**config.mk**
```make
export PLATFORM = sky130hd
export DESIGN_NAME = usbr_responder
export DESIGN_NICKNAME = d
export VERILOG_FILES = /design/src/rtl/usbr_pkg.sv /design/src/rtl/usbr_rx_ctrl.sv /design/src/rtl/usbr_tx_bank.sv /design/src/rtl/usbr_responder.sv
export SDC_FILE = /design/constraint.sdc
export NUM_CORES = 1
export LEC_CHECK = 0
export BUFFER_PORTS_ARGS = -buffer_cell sky130_fd_sc_hd__clkbuf_2
export CORE_ASPECT_RATIO = 1.1
export CORE_UTILIZATION = 25
export CTS_CLUSTER_DIAMETER = 120
export DETAILED_ROUTE_END_ITERATION = 6
export GPL_TIMING_DRIVEN = 0
export PLACE_DENSITY = 0.41
export SLEW_MARGIN = 15
export SYNTH_ARGS = -nofsm -noshare
export SYNTH_HDL_FRONTEND = slang
export SYNTH_HIERARCHICAL = 1
export SYNTH_SLANG_ARGS = --single-unit
```
**constraint.sdc**
```tcl
create_clock -name clk -period 3 [get_ports clk]
set_input_delay 0.3 -clock clk [delete_from_list [all_inputs] [get_ports clk]]
set_output_delay 0.3 -clock clk [all_outputs]
set_load 0.02 [all_outputs]
```
**src/rtl/usbr_pkg.sv**
```systemverilog
package usbr_pkg;
  localparam int BYTE_W     = 8;
  localparam int EP_W       = 4;
  localparam int NUM_SLOTS  = 3;
  localparam int SLOT_W     = $clog2(NUM_SLOTS);
  localparam int SHORT_LEN  = 4;

  localparam logic [BYTE_W-1:0] PID_NAK    = 8'h5A;
  localparam logic [BYTE_W-1:0] PID_ACK    = 8'hD2;
  localparam logic [BYTE_W-1:0] PID_SETUP  = 8'h2D;
  localparam logic [BYTE_W-1:0] PID_OUT    = 8'hE1;
  localparam logic [BYTE_W-1:0] PID_IN     = 8'h69;
  localparam logic [BYTE_W-1:0] TOK_EPMARK = 8'hFF;
  localparam int HS_BIT = 4;

  function automatic logic [SLOT_W-1:0] ep_to_slot(input logic [EP_W-1:0] ep);
    if (ep == '0)                  return SLOT_W'(0);
    else if (ep == EP_W'(3))       return SLOT_W'(2);
    else                           return SLOT_W'(1);
  endfunction
endpackage

```
**src/rtl/usbr_rx_ctrl.sv**
```systemverilog
module usbr_rx_ctrl
  import usbr_pkg::*;
#(
  parameter int BUF_SIZE = 11
) (
  input  logic              clk,
  input  logic              rst_n,
  input  logic              tok_setup,
  input  logic              tok_out,
  input  logic              tok_ep_nz,
  input  logic              dat_valid,
  input  logic [BYTE_W-1:0] dat_len,
  input  logic              fw_wr,
  input  logic [BYTE_W-1:0] fw_wdata,
  output logic [BYTE_W-1:0] rx_len,
  output logic [BYTE_W-1:0] rx_tok,
  output logic [BYTE_W-1:0] buf_off,
  output logic              reply_valid,
  output logic [BYTE_W-1:0] reply_pid
);
  localparam logic [BYTE_W-1:0] BUF_SZ_B = BYTE_W'(BUF_SIZE);

  logic [BYTE_W-1:0] cur_tok_q, cur_tok_d;
  logic [BYTE_W-1:0] rx_len_q,  rx_len_d;
  logic [BYTE_W-1:0] rx_tok_q,  rx_tok_d;
  logic [BYTE_W-1:0] buf_off_q, buf_off_d;
  logic              cur_en, len_en, acc_en;
  logic              accept;

  always_comb begin
    cur_en      = tok_setup | tok_out;
    cur_tok_d   = tok_setup ? PID_SETUP : (tok_ep_nz ? TOK_EPMARK : PID_OUT);
    reply_valid = 1'b0;
    reply_pid   = PID_ACK;
    accept      = 1'b0;
    if (dat_valid && cur_tok_q != '0) begin
      reply_valid = 1'b1;
      if (rx_len_q != '0)                     reply_pid = PID_NAK;
      else if (dat_len < BYTE_W'(SHORT_LEN))  reply_pid = PID_ACK;
      else                                    accept    = 1'b1;
    end
    acc_en    = accept;
    rx_tok_d  = cur_tok_q;
    buf_off_d = BUF_SZ_B - buf_off_q;
    len_en    = accept | fw_wr;
    rx_len_d  = fw_wr ? fw_wdata : dat_len;
  end

  always_ff @(posedge clk or negedge rst_n) begin
    if (!rst_n) begin
      cur_tok_q <= '0;
      rx_len_q  <= '0;
      rx_tok_q  <= '0;
      buf_off_q <= '0;
    end else begin
      if (cur_en) cur_tok_q <= cur_tok_d;
      if (len_en) rx_len_q  <= rx_len_d;
      if (acc_en) begin
        rx_tok_q  <= rx_tok_d;
        buf_off_q <= buf_off_d;
      end
    end
  end

  assign rx_len  = rx_len_q;
  assign rx_tok  = rx_tok_q;
  assign buf_off = buf_off_q;

  assert_busy_hold_R8: assert property (@(posedge clk) disable iff (!rst_n)
    (dat_valid && rx_len_q != '0 && !fw_wr) |=> $stable(rx_len_q) && $stable(buf_off_q));

  assert_no_token_ignore_R7: assert property (@(posedge clk) disable iff (!rst_n)
    (dat_valid && cur_tok_q == '0 && !fw_wr) |=>
      $stable(rx_len_q) && $stable(rx_tok_q) && $stable(buf_off_q));

  assert_offset_legal_R10: assert property (@(posedge clk) disable iff (!rst_n)
    (buf_off_q == '0) || (buf_off_q == BUF_SZ_B));
endmodule

```
**src/rtl/usbr_tx_bank.sv**
```systemverilog
module usbr_tx_bank
  import usbr_pkg::*;
(
  input  logic              clk,
  input  logic              rst_n,
  input  logic              in_valid,
  input  logic [EP_W-1:0]   in_ep,
  input  logic [BYTE_W-1:0] rx_len,
  input  logic              fw_wr,
  input  logic [EP_W-1:0]   fw_ep,
  input  logic [BYTE_W-1:0] fw_wdata,
  output logic              hs_valid,
  output logic [BYTE_W-1:0] hs_pid,
  output logic              data_valid,
  output logic [BYTE_W-1:0] data_len
);
  logic [BYTE_W-1:0] txr_q [NUM_SLOTS];
  logic [BYTE_W-1:0] txr_d [NUM_SLOTS];
  logic [NUM_SLOTS-1:0] txr_en;
  logic [NUM_SLOTS-1:0] clr;
  logic [SLOT_W-1:0] sel, fw_sel;
  logic [BYTE_W-1:0] cur;
  logic rx_busy;

  always_comb begin
    sel        = ep_to_slot(in_ep);
    fw_sel     = ep_to_slot(fw_ep);
    cur        = txr_q[sel];
    rx_busy    = $signed(rx_len) > 0;
    hs_valid   = 1'b0;
    hs_pid     = PID_NAK;
    data_valid = 1'b0;
    data_len   = cur;
    clr        = '0;
    if (in_valid) begin
      if (rx_busy) begin
        hs_valid = 1'b1;
      end else if (cur[HS_BIT]) begin
        hs_valid = 1'b1;
        hs_pid   = cur;
      end else begin
        data_valid = 1'b1;
        clr[sel]   = 1'b1;
      end
    end
  end

  for (genvar s = 0; s < NUM_SLOTS; s++) begin : g_slot
    logic fw_hit;
    always_comb begin
      fw_hit    = fw_wr && (fw_sel == SLOT_W'(s));
      txr_en[s] = fw_hit | clr[s];
      txr_d[s]  = fw_hit ? fw_wdata : PID_NAK;
    end

    always_ff @(posedge clk or negedge rst_n) begin
      if (!rst_n)         txr_q[s] <= PID_NAK;
      else if (txr_en[s]) txr_q[s] <= txr_d[s];
    end

    assert_rearm_nak_R4: assert property (@(posedge clk) disable iff (!rst_n)
      (data_valid && sel == SLOT_W'(s) && !fw_wr) |=> txr_q[s] == PID_NAK);
  end
endmodule

```
**src/rtl/usbr_responder.sv**
```systemverilog
module usbr_responder
  import usbr_pkg::*;
#(
  parameter int BUF_SIZE = 11
) (
  input  logic              clk,
  input  logic              rst_n,
  input  logic              tok_valid,
  input  logic [7:0]        tok_pid,
  input  logic [3:0]        tok_ep,
  input  logic              dat_valid,
  input  logic [7:0]        dat_len,
  input  logic              fw_rx_wr,
  input  logic [7:0]        fw_rx_wdata,
  input  logic              fw_tx_wr,
  input  logic [3:0]        fw_tx_ep,
  input  logic [7:0]        fw_tx_wdata,
  output logic              rsp_hs_valid,
  output logic [7:0]        rsp_pid,
  output logic              rsp_data_valid,
  output logic [7:0]        rsp_len,
  output logic [3:0]        rsp_ep,
  output logic [7:0]        rx_len_o,
  output logic [7:0]        rx_tok_o,
  output logic [7:0]        buf_off_o
);
  logic tok_setup, tok_out, tok_in;
  logic rx_rep_v, in_hs_v, in_dat_v;
  logic [BYTE_W-1:0] rx_rep_pid, in_hs_pid, in_dat_len;

  logic              hs_v_q, hs_v_d, dv_q, dv_d;
  logic [BYTE_W-1:0] pid_q, pid_d, len_q, len_d;
  logic [EP_W-1:0]   ep_q, ep_d;
  logic              pid_en, len_en;

  always_comb begin
    tok_setup = tok_valid && tok_pid == PID_SETUP;
    tok_out   = tok_valid && tok_pid == PID_OUT;
    tok_in    = tok_valid && tok_pid == PID_IN;
  end

  usbr_rx_ctrl #(.BUF_SIZE(BUF_SIZE)) u_rx (
    .clk(clk), .rst_n(rst_n),
    .tok_setup(tok_setup), .tok_out(tok_out), .tok_ep_nz(tok_ep != '0),
    .dat_valid(dat_valid), .dat_len(dat_len),
    .fw_wr(fw_rx_wr), .fw_wdata(fw_rx_wdata),
    .rx_len(rx_len_o), .rx_tok(rx_tok_o), .buf_off(buf_off_o),
    .reply_valid(rx_rep_v), .reply_pid(rx_rep_pid)
  );

  usbr_tx_bank u_tx (
    .clk(clk), .rst_n(rst_n),
    .in_valid(tok_in), .in_ep(tok_ep), .rx_len(rx_len_o),
    .fw_wr(fw_tx_wr), .fw_ep(fw_tx_ep), .fw_wdata(fw_tx_wdata),
    .hs_valid(in_hs_v), .hs_pid(in_hs_pid),
    .data_valid(in_dat_v), .data_len(in_dat_len)
  );

  always_comb begin
    hs_v_d = in_hs_v | rx_rep_v;
    pid_d  = in_hs_v ? in_hs_pid : rx_rep_pid;
    pid_en = hs_v_d;
    dv_d   = in_dat_v;
    len_d  = in_dat_len;
    ep_d   = tok_ep;
    len_en = in_dat_v;
  end

  always_ff @(posedge clk or negedge rst_n) begin
    if (!rst_n) begin
      hs_v_q <= 1'b0;
      dv_q   <= 1'b0;
      pid_q  <= '0;
      len_q  <= '0;
      ep_q   <= '0;
    end else begin
      hs_v_q <= hs_v_d;
      dv_q   <= dv_d;
      if (pid_en) pid_q <= pid_d;
      if (len_en) begin
        len_q <= len_d;
        ep_q  <= ep_d;
      end
    end
  end

  assign rsp_hs_valid   = hs_v_q;
  assign rsp_pid        = pid_q;
  assign rsp_data_valid = dv_q;
  assign rsp_len        = len_q;
  assign rsp_ep         = ep_q;

  assert_single_reply_R12: assert property (@(posedge clk) disable iff (!rst_n)
    !(rsp_hs_valid && rsp_data_valid));

  assert_data_only_when_free_R2: assert property (@(posedge clk) disable iff (!rst_n)
    rsp_data_valid |-> ($signed($past(rx_len_o)) < 1));
endmodule

```
==> results of run 1 <==
power by group through the flow:
| stage | Sequential, mW | Combinational, mW | Clock [mW] |
|---|---|---|---|
| finish | 1.10 | 0.339 | 1.01 |
| global route | 1.12 | 0.383 | 1.09 |
| CTS | 1.10 | 0.346 | 1.05 |
| detailed placement | 1.12 | 0.345 | 0 |
| global placement | 1.12 | 0.337 | 0 |
| floorplan | 1.14 | 0.168 | 0 |
state kept, by name, indices dropped and copies added, names as in the netlist:
signal	cells
rsp_data_valid	1
rsp_ep	4
rsp_hs_valid	1
rsp_len	8
rsp_pid	8
u_rx/buf_off	6
u_rx/cur_tok_q	4
u_rx/rx_len	8
u_rx/rx_tok	4
u_tx/txr_q	24
stage by stage:
stage,instance area [sq um],hold slack [ns],cells,worst slack [ns]
after detailed placement,4140,0.313,607,0.0561
after floorplan,3440,0.00441,333,0.613
after CTS,4440,0.181,624,0.418
final,4440,0.187,624,0.495
after global routing,4440,0.190,624,0.244
after global placement,4110,0.466,606,0.0815
layout by cell type, fill, tap and decap left out, types with 2 or more instances in the layout:
cell type,netlist,routed
clkbuf_2,0,88
dfrtp_1,56,56
nand2_1,36,36
nor2_1,27,27
a21oi_1,21,21
o21ai_0,19,19
inv_1,14,14
buf_4,13,13
mux2i_1,12,12
dfstp_2,12,12
mux2_1,10,10
clkbuf_1,7,10
clkbuf_16,0,9
conb_1,3,9
nand3_1,8,8
a211oi_1,6,6
o21a_1,6,6
mux2_4,5,5
a22o_1,5,5
buf_2,4,4
o21ai_1,4,4
nor2b_1,4,4
xnor2_1,4,4
o2111a_1,4,4
nor4_2,3,3
or4_1,3,3
clkbuf_8,0,3
and3_1,3,3
o2111ai_1,3,3
o22a_1,3,3
nand4b_1,2,2
mux2_2,2,2
o41ai_1,2,2
or3_1,2,2
nand2b_1,2,2
nor3_1,2,2
tightest hold or removal path, stage by stage:
cell,delay [ns]
clkbuf_2,0.08
inv_1,0.04
a21oi_1,0.06
kinds of logic after synthesis:
group	Yosys count	share of synthesized area, %
AO/OA/AOI/OAI	77	14.8
XOR/XNOR	5	1.28
adder cells (fa/ha/maj)	1	0.366
buffers and inverters	39	6.08
flip-flops	68	50.3
multiplexers	29	9.67
other	3	0.330
AND/OR/NAND/NOR	105	17.2
worst max path at each step:
stage                                         to  cells past startpoint        from
after floorplan            rsp_ep[0]$_DFFE_PN0P_                      7  tok_pid[1]
after global placement    rsp_len[0]$_DFFE_PN0P_                      8  tok_pid[1]
after detailed placement   rsp_ep[0]$_DFFE_PN0P_                      8  tok_pid[1]
after CTS                  rsp_ep[0]$_DFFE_PN0P_                      8  tok_pid[1]
after global routing       rsp_ep[1]$_DFFE_PN0P_                      8  tok_pid[1]
final                      rsp_ep[0]$_DFFE_PN0P_                      8  tok_pid[1]
per-layer routing:
| metal | global-route usage (%) | vias up | wire length [microns] |
|---|---|---|---|
| met1 | 17.8 | 1307 | 4230 |
| met3 | 2.97 | 13 | 264 |
| li1 | - | 1359 | - |
| met2 | 21.1 | 50 | 4150 |
| met4 | 6.50 | 0 | 174 |
| met5 | 0 | - | 0 |
cell type report:
class | instances | area, sq um
Multi-Input combinational cell | 226 | 1510
Clock inverter | 1 | 5.00
Fill cell | 1378 | 8830
Sequential cell | 68 | 1720
Timing Repair Buffer | 91 | 485
Inverter | 14 | 52.6
Buffer | 25 | 155
Tap cell | 184 | 230
Clock buffer | 15 | 278
==> summary.txt, run 1 <==
Status -> completed
# diodes -> 0
Clk_lat worst skew -> 0.34 ns
I/O pin count -> 92
Reg2reg start -> u_rx/rx_len[3]$_DFFE_PN0P_
DIE AREA -> 14100 sq um
Synth area leader -> dfrtp_1
IO buf count -> 89
# nets final -> 482
Seq pwr share -> 44.9%
Tightest Pin Transition -> 0.718 ns
Average wire per standard cell -> 14.1 microns
Switch share -> 26.4%
CP max FO -> 10
Die Wd -> 113 microns
Initial core utilization -> 25.7%
First-pass GRT wire length -> 14600 microns
Number of synthesized flops with an enable pin -> 0
Post_cts resized -> 0
Clock skew after layout -> 0.00656 ns
Hold crit path type -> primary input to register
Clock root buffer -> clkbuf_16
Pleak -> 2.12 nW
Post-CTS Hold Buffers -> 1
Reg2Reg Setup Slack -> 0.85 ns
Net switching power -> 0.647 mW
Endpoint type of the worst setup path -> register
Clock buffer count from CTS -> 9
Post-synth top flop -> dfrtp_1
Fraction of layout cells with a size suffix above 1 -> 34.5%
Area Growth Syn to Fin -> 29.9%
Final Routed Wirelength -> 8820 microns
Maximum level of the CTS H-tree -> 3
Final ANT Viol Nets -> 0
Gr ovfl total -> 0
P_int -> 1.81 mW
Routed vias -> 2729
Top delay family on crit path -> simple AND/OR/NAND/NOR gates
Total Power -> 2.45 mW
Vias per cell -> 4.37
Slowest cell on crit path -> or3b_4
Required @ worst endpoint -> 3.22 ns
Pwr dens -> 553 nW/um^2
Max Freq -> 0.399 GHz
Combinational group share of total power -> 13.8%
Max VDD drop -> 0.242 mV
# DRC -> 0
Core outline area -> 13300 sq um
Reg-to-Reg End -> rsp_ep[0]$_DFFE_PN0P_
Startpoint types -> primary input
Post-Syn Area per Cell -> 10.4 sq um
Cells after Synth -> 327
#FFs+latches synth -> 68
Total of max-cap violations -> 0
Min-Delay Path Depth -> 3
CP Cell Sequence -> clkbuf_2, or3b_4, nor4_2, nor4b_2, a22oi_1, nor2_1, buf_2, mux2_1
Unrepaired setup endpoints after global routing -> no
Postcts setup bufs -> 0
Min-Delay Endpoint -> u_rx/rx_len[5]$_DFFE_PN0P_
Final Critical Period -> 2.51 ns
Post-DP HPWL -> 6700 microns
Vert. Die Dim -> 125 microns
Max_slew headroom -> 51.5%
Max Slew Vio Count -> 0
Seq/Total Area, Yosys -> 50.3%
Hold_sp -> fw_rx_wdata[5]
WS Path Type -> primary input to register
Synthesized cell area -> 3410 sq um
Drt initial violations -> 99
Synth area leaders -> dfrtp_1 (41%), dfstp_2 (9.2%), nand2_1 (4.0%)
Clock Path Buffers -> 2
# setup viols final -> 0
Yosys cell types -> 53
Setup TNS -> 0 ns
Post-synth top area share -> 41.0%
Hold Vio Cnt, Final -> 0
Most numerous cell in the Yosys netlist -> dfrtp_1
CP peak stage delay -> 0.42 ns
Util after Layout -> 33.4%
Clk pwr share -> 41.2%
Synth warn -> 6
Crit path buffers/inverters -> 2
TritonCTS clock tree -> done
# clock sinks -> 68
Crit share post-route -> 83.5%
GP Congestion -> 0.761
Synth async-reset ratio -> 100%
Reg clk slew, reported paths -> 0.05 ns
Row cnt -> 44
Most frequent cells after synthesis -> dfrtp_1 (56), nand2_1 (36), nor2_1 (27)
Vias in the first global route -> 2729
Reg2Reg Depth -> 5
TritonRoute pass-1 iters -> 4
Initial antenna violation count -> 0
Largest net degree at the start of global routing -> 41
CP arrival -> 2.72 ns
Gr usage total -> 13.6%
(Power assumes the default switching activity.)
==> run 2, diff against run 1 <==
clock period = 2.6 ns   (was 3 ns; I/O delays follow)
==> run 2 against run 1 <==
Worst hold slack worse by 0.040 ns. Combinational power grew 16%. Flip-flop and latch count is the same. Largest power group unchanged. Sequential power up 15%. Clock-buffer cell count did not move. Clock skew hardly changed. Wire length fell by 0.15%. Non-clock buffer count unchanged. Total power rose by 15%. Setup slack lost 0.26 ns. Largest cell class unchanged.
==> summary.txt, run 2 (same netlist as run 1, synthesis figures left out) <==
M3 GR Usage -> 2.97% (unchanged)
Total of max-cap violations -> 0 (unchanged)
Final WS setup -> 0.232 ns (-0.263 ns)
Util after Layout -> 33.5% (+0.066 points)
DIE AREA -> 14100 sq um (unchanged)
Switch share -> 26.4% (about the same)
Startpoint types -> primary input
Area Growth Syn to Fin -> 30.2%
Fillers -> 1377 (-0.073%)
Area occupied by registers -> 1720 sq um (unchanged)
Dpl ws -> -0.304 ns (-0.360 ns)
I/O pin count -> 92 (unchanged)
Vert. Die Dim -> 125 microns (unchanged)
CP arrival -> 2.59 ns (-0.13 ns)
Tightest Pin Transition -> 0.718 ns (unchanged)
Postcts setup bufs -> 0 (unchanged)
Maximum level of the CTS H-tree -> 3 (unchanged)
Initial core utilization -> 25.7% (unchanged)
Max VDD drop -> 0.279 mV (+15%)
Gr usage total -> 13.6% (unchanged)
IO buf count -> 89 (unchanged)
Clock skew after layout -> 0.00656 ns (-0.000000220 ns)
Row cnt -> 44 (unchanged)
Core outline area -> 13300 sq um (unchanged)
Largest register FFs -> 24 (unchanged)
Multi-input gate area -> 1520 sq um (+0.58%)
# DRC -> 0 (unchanged)
TritonCTS clock tree -> done
Required @ worst endpoint -> 2.82 ns (-0.40 ns)
WS Path Type -> primary input to register
Die Wd -> 113 microns (unchanged)
Most common cell after layout, fill and taps aside -> clkbuf_2
# nets final -> 482 (unchanged)
Initial antenna violation count -> 0 (unchanged)
Clk pwr share -> 41.2% (about the same)
GP Congestion -> 0.761 (unchanged)
Vias per cell -> 4.38 (about the same)
Hold crit path type -> primary input to register
Pleak -> 2.12 nW (+0.17%)
Net switching power -> 0.747 mW (+15%)
Clock buffer count from CTS -> 9 (unchanged)
Status -> completed
Unrepaired setup endpoints after global routing -> no
Pwr dens -> 637 nW/um^2 (+15%)
Post-DP HPWL -> 6700 microns (unchanged)
Met1 Track Usage GR -> 17.8% (unchanged)
Max_slew headroom -> 51.5% (unchanged)
P_int -> 2.08 mW (+15%)
Routed vias -> 2730 (+0.037%)
Max Freq -> 0.422 GHz
Largest net degree at the start of global routing -> 41 (unchanged)
Clock root buffer -> clkbuf_16
Most frequent cells in the layout -> clkbuf_2 (88), dfrtp_1 (56), nand2_1 (36), nor2_1 (27), a21oi_1 (21)
Gr busiest metal -> met2
First-pass GRT wire length -> 14600 microns (unchanged)
Fraction of layout cells with a size suffix above 1 -> 34.5% (unchanged)
Final Critical Period -> 2.37 ns
Final ANT Viol Nets -> 0 (unchanged)
Drt initial violations -> 99 (unchanged)
# diodes -> 0 (unchanged)
Setup TNS -> 0 ns (unchanged)
Seq pwr share -> 44.9% (about the same)
Endpoint type of the worst setup path -> register
Max Slew Vio Count -> 0 (unchanged)
Reg with most FFs -> u_tx/txr_q
Clock Path Buffers -> 2 (unchanged)
Hold Vio Cnt, Final -> 0 (unchanged)
Met2 Use GR -> 21.1% (unchanged)
TritonRoute pass-1 iters -> 4 (unchanged)
Combinational group share of total power -> 13.9% (about the same)
Average wire per standard cell -> 14.1 microns (-0.15%)
Reg clk slew, reported paths -> 0.05 ns (about the same)
Worst hold slack -> 0.147 ns (-0.0400 ns)
Total Power -> 2.83 mW (+15%)
Gr ovfl total -> 0 (unchanged)
Vias in the first global route -> 2729 (unchanged)
# clock sinks -> 68 (unchanged)
Crit share post-route -> 91.1%
Final Routed Wirelength -> 8800 microns (-0.15%)
CP max FO -> 10 (unchanged)
Clk_lat worst skew -> 0.34 ns (about the same)
# setup viols final -> 0 (unchanged)
## run 2: cell counts in the layout (fill, tap and decap cells not counted)
Identical to the previous run, type by type.
## run 2: timing repair
item | CTS | global route
endpoints found under the setup margin | 0 | 10
resized for setup | 0 | 1
endpoints found under the hold margin | 28 | 0
hold buffers | 1 | 0
## run 2: final timing paths
path / start / slack [ns] / to / cells past startpoint
min in group asynchronous: rst_n / 0.44 / rsp_ep[0]$_DFFE_PN0P_ / 2
worst max register to register: u_rx/rx_len[3]$_DFFE_PN0P_ / 0.45 / rsp_ep[0]$_DFFE_PN0P_ / 5
worst max-delay path: tok_pid[1] / 0.23 / rsp_ep[0]$_DFFE_PN0P_ / 8
worst min register to register: u_rx/buf_off[7]$_DFFE_PN0P_ / 0.47 / u_rx/buf_off[7]$_DFFE_PN0P_ / 1
worst min-delay path: fw_rx_wdata[5] / 0.15 / u_rx/rx_len[5]$_DFFE_PN0P_ / 3
max in group asynchronous: rst_n / 1.55 / u_tx/txr_q[3]$_DFFE_PN1P_ / 3
## run 2: layout make-up
type | instances | area share (%)
clock buffers | 15 | 6.25
inverters | 14 | 1.18
flip-flops and latches | 68 | 38.6
multi-input cells | 226 | 34.2
well taps | 184 | 5.18
plain buffers | 25 | 3.49
clock inverters | 1 | 0.113
repair buffers | 91 | 10.9
## run 2: routing by layer
metal / wire length, microns / up-vias
li1: - / 1360
met1: 4230 / 1307
met2: 4140 / 50
met3: 261 / 13
met4: 174 / 0
met5: 0 / -
## run 2: metrics by stage
step	instance area, sq um	instances
2_1_floorplan	3440	333
3_3_place_gp	4110	606
3_5_place_dp	4140	607
4_1_cts	4440	624
5_1_grt	4440	624
6_report	4440	624
## run 2: critical path: stages
cell,delay [ns]
clkbuf_2,0.08
or3b_4,0.43
nor4_4,0.31
nor4b_2,0.31
a22oi_1,0.23
nor2_1,0.27
buf_2,0.33
mux2_1,0.36
## run 2: power groups by stage
stage	registers [mW]	logic [mW]	clock network (mW)
floorplan	1.31	0.194	0
global placement	1.29	0.389	0
detailed placement	1.29	0.398	0
CTS	1.27	0.399	1.21
global route	1.29	0.443	1.26
finish	1.27	0.392	1.17
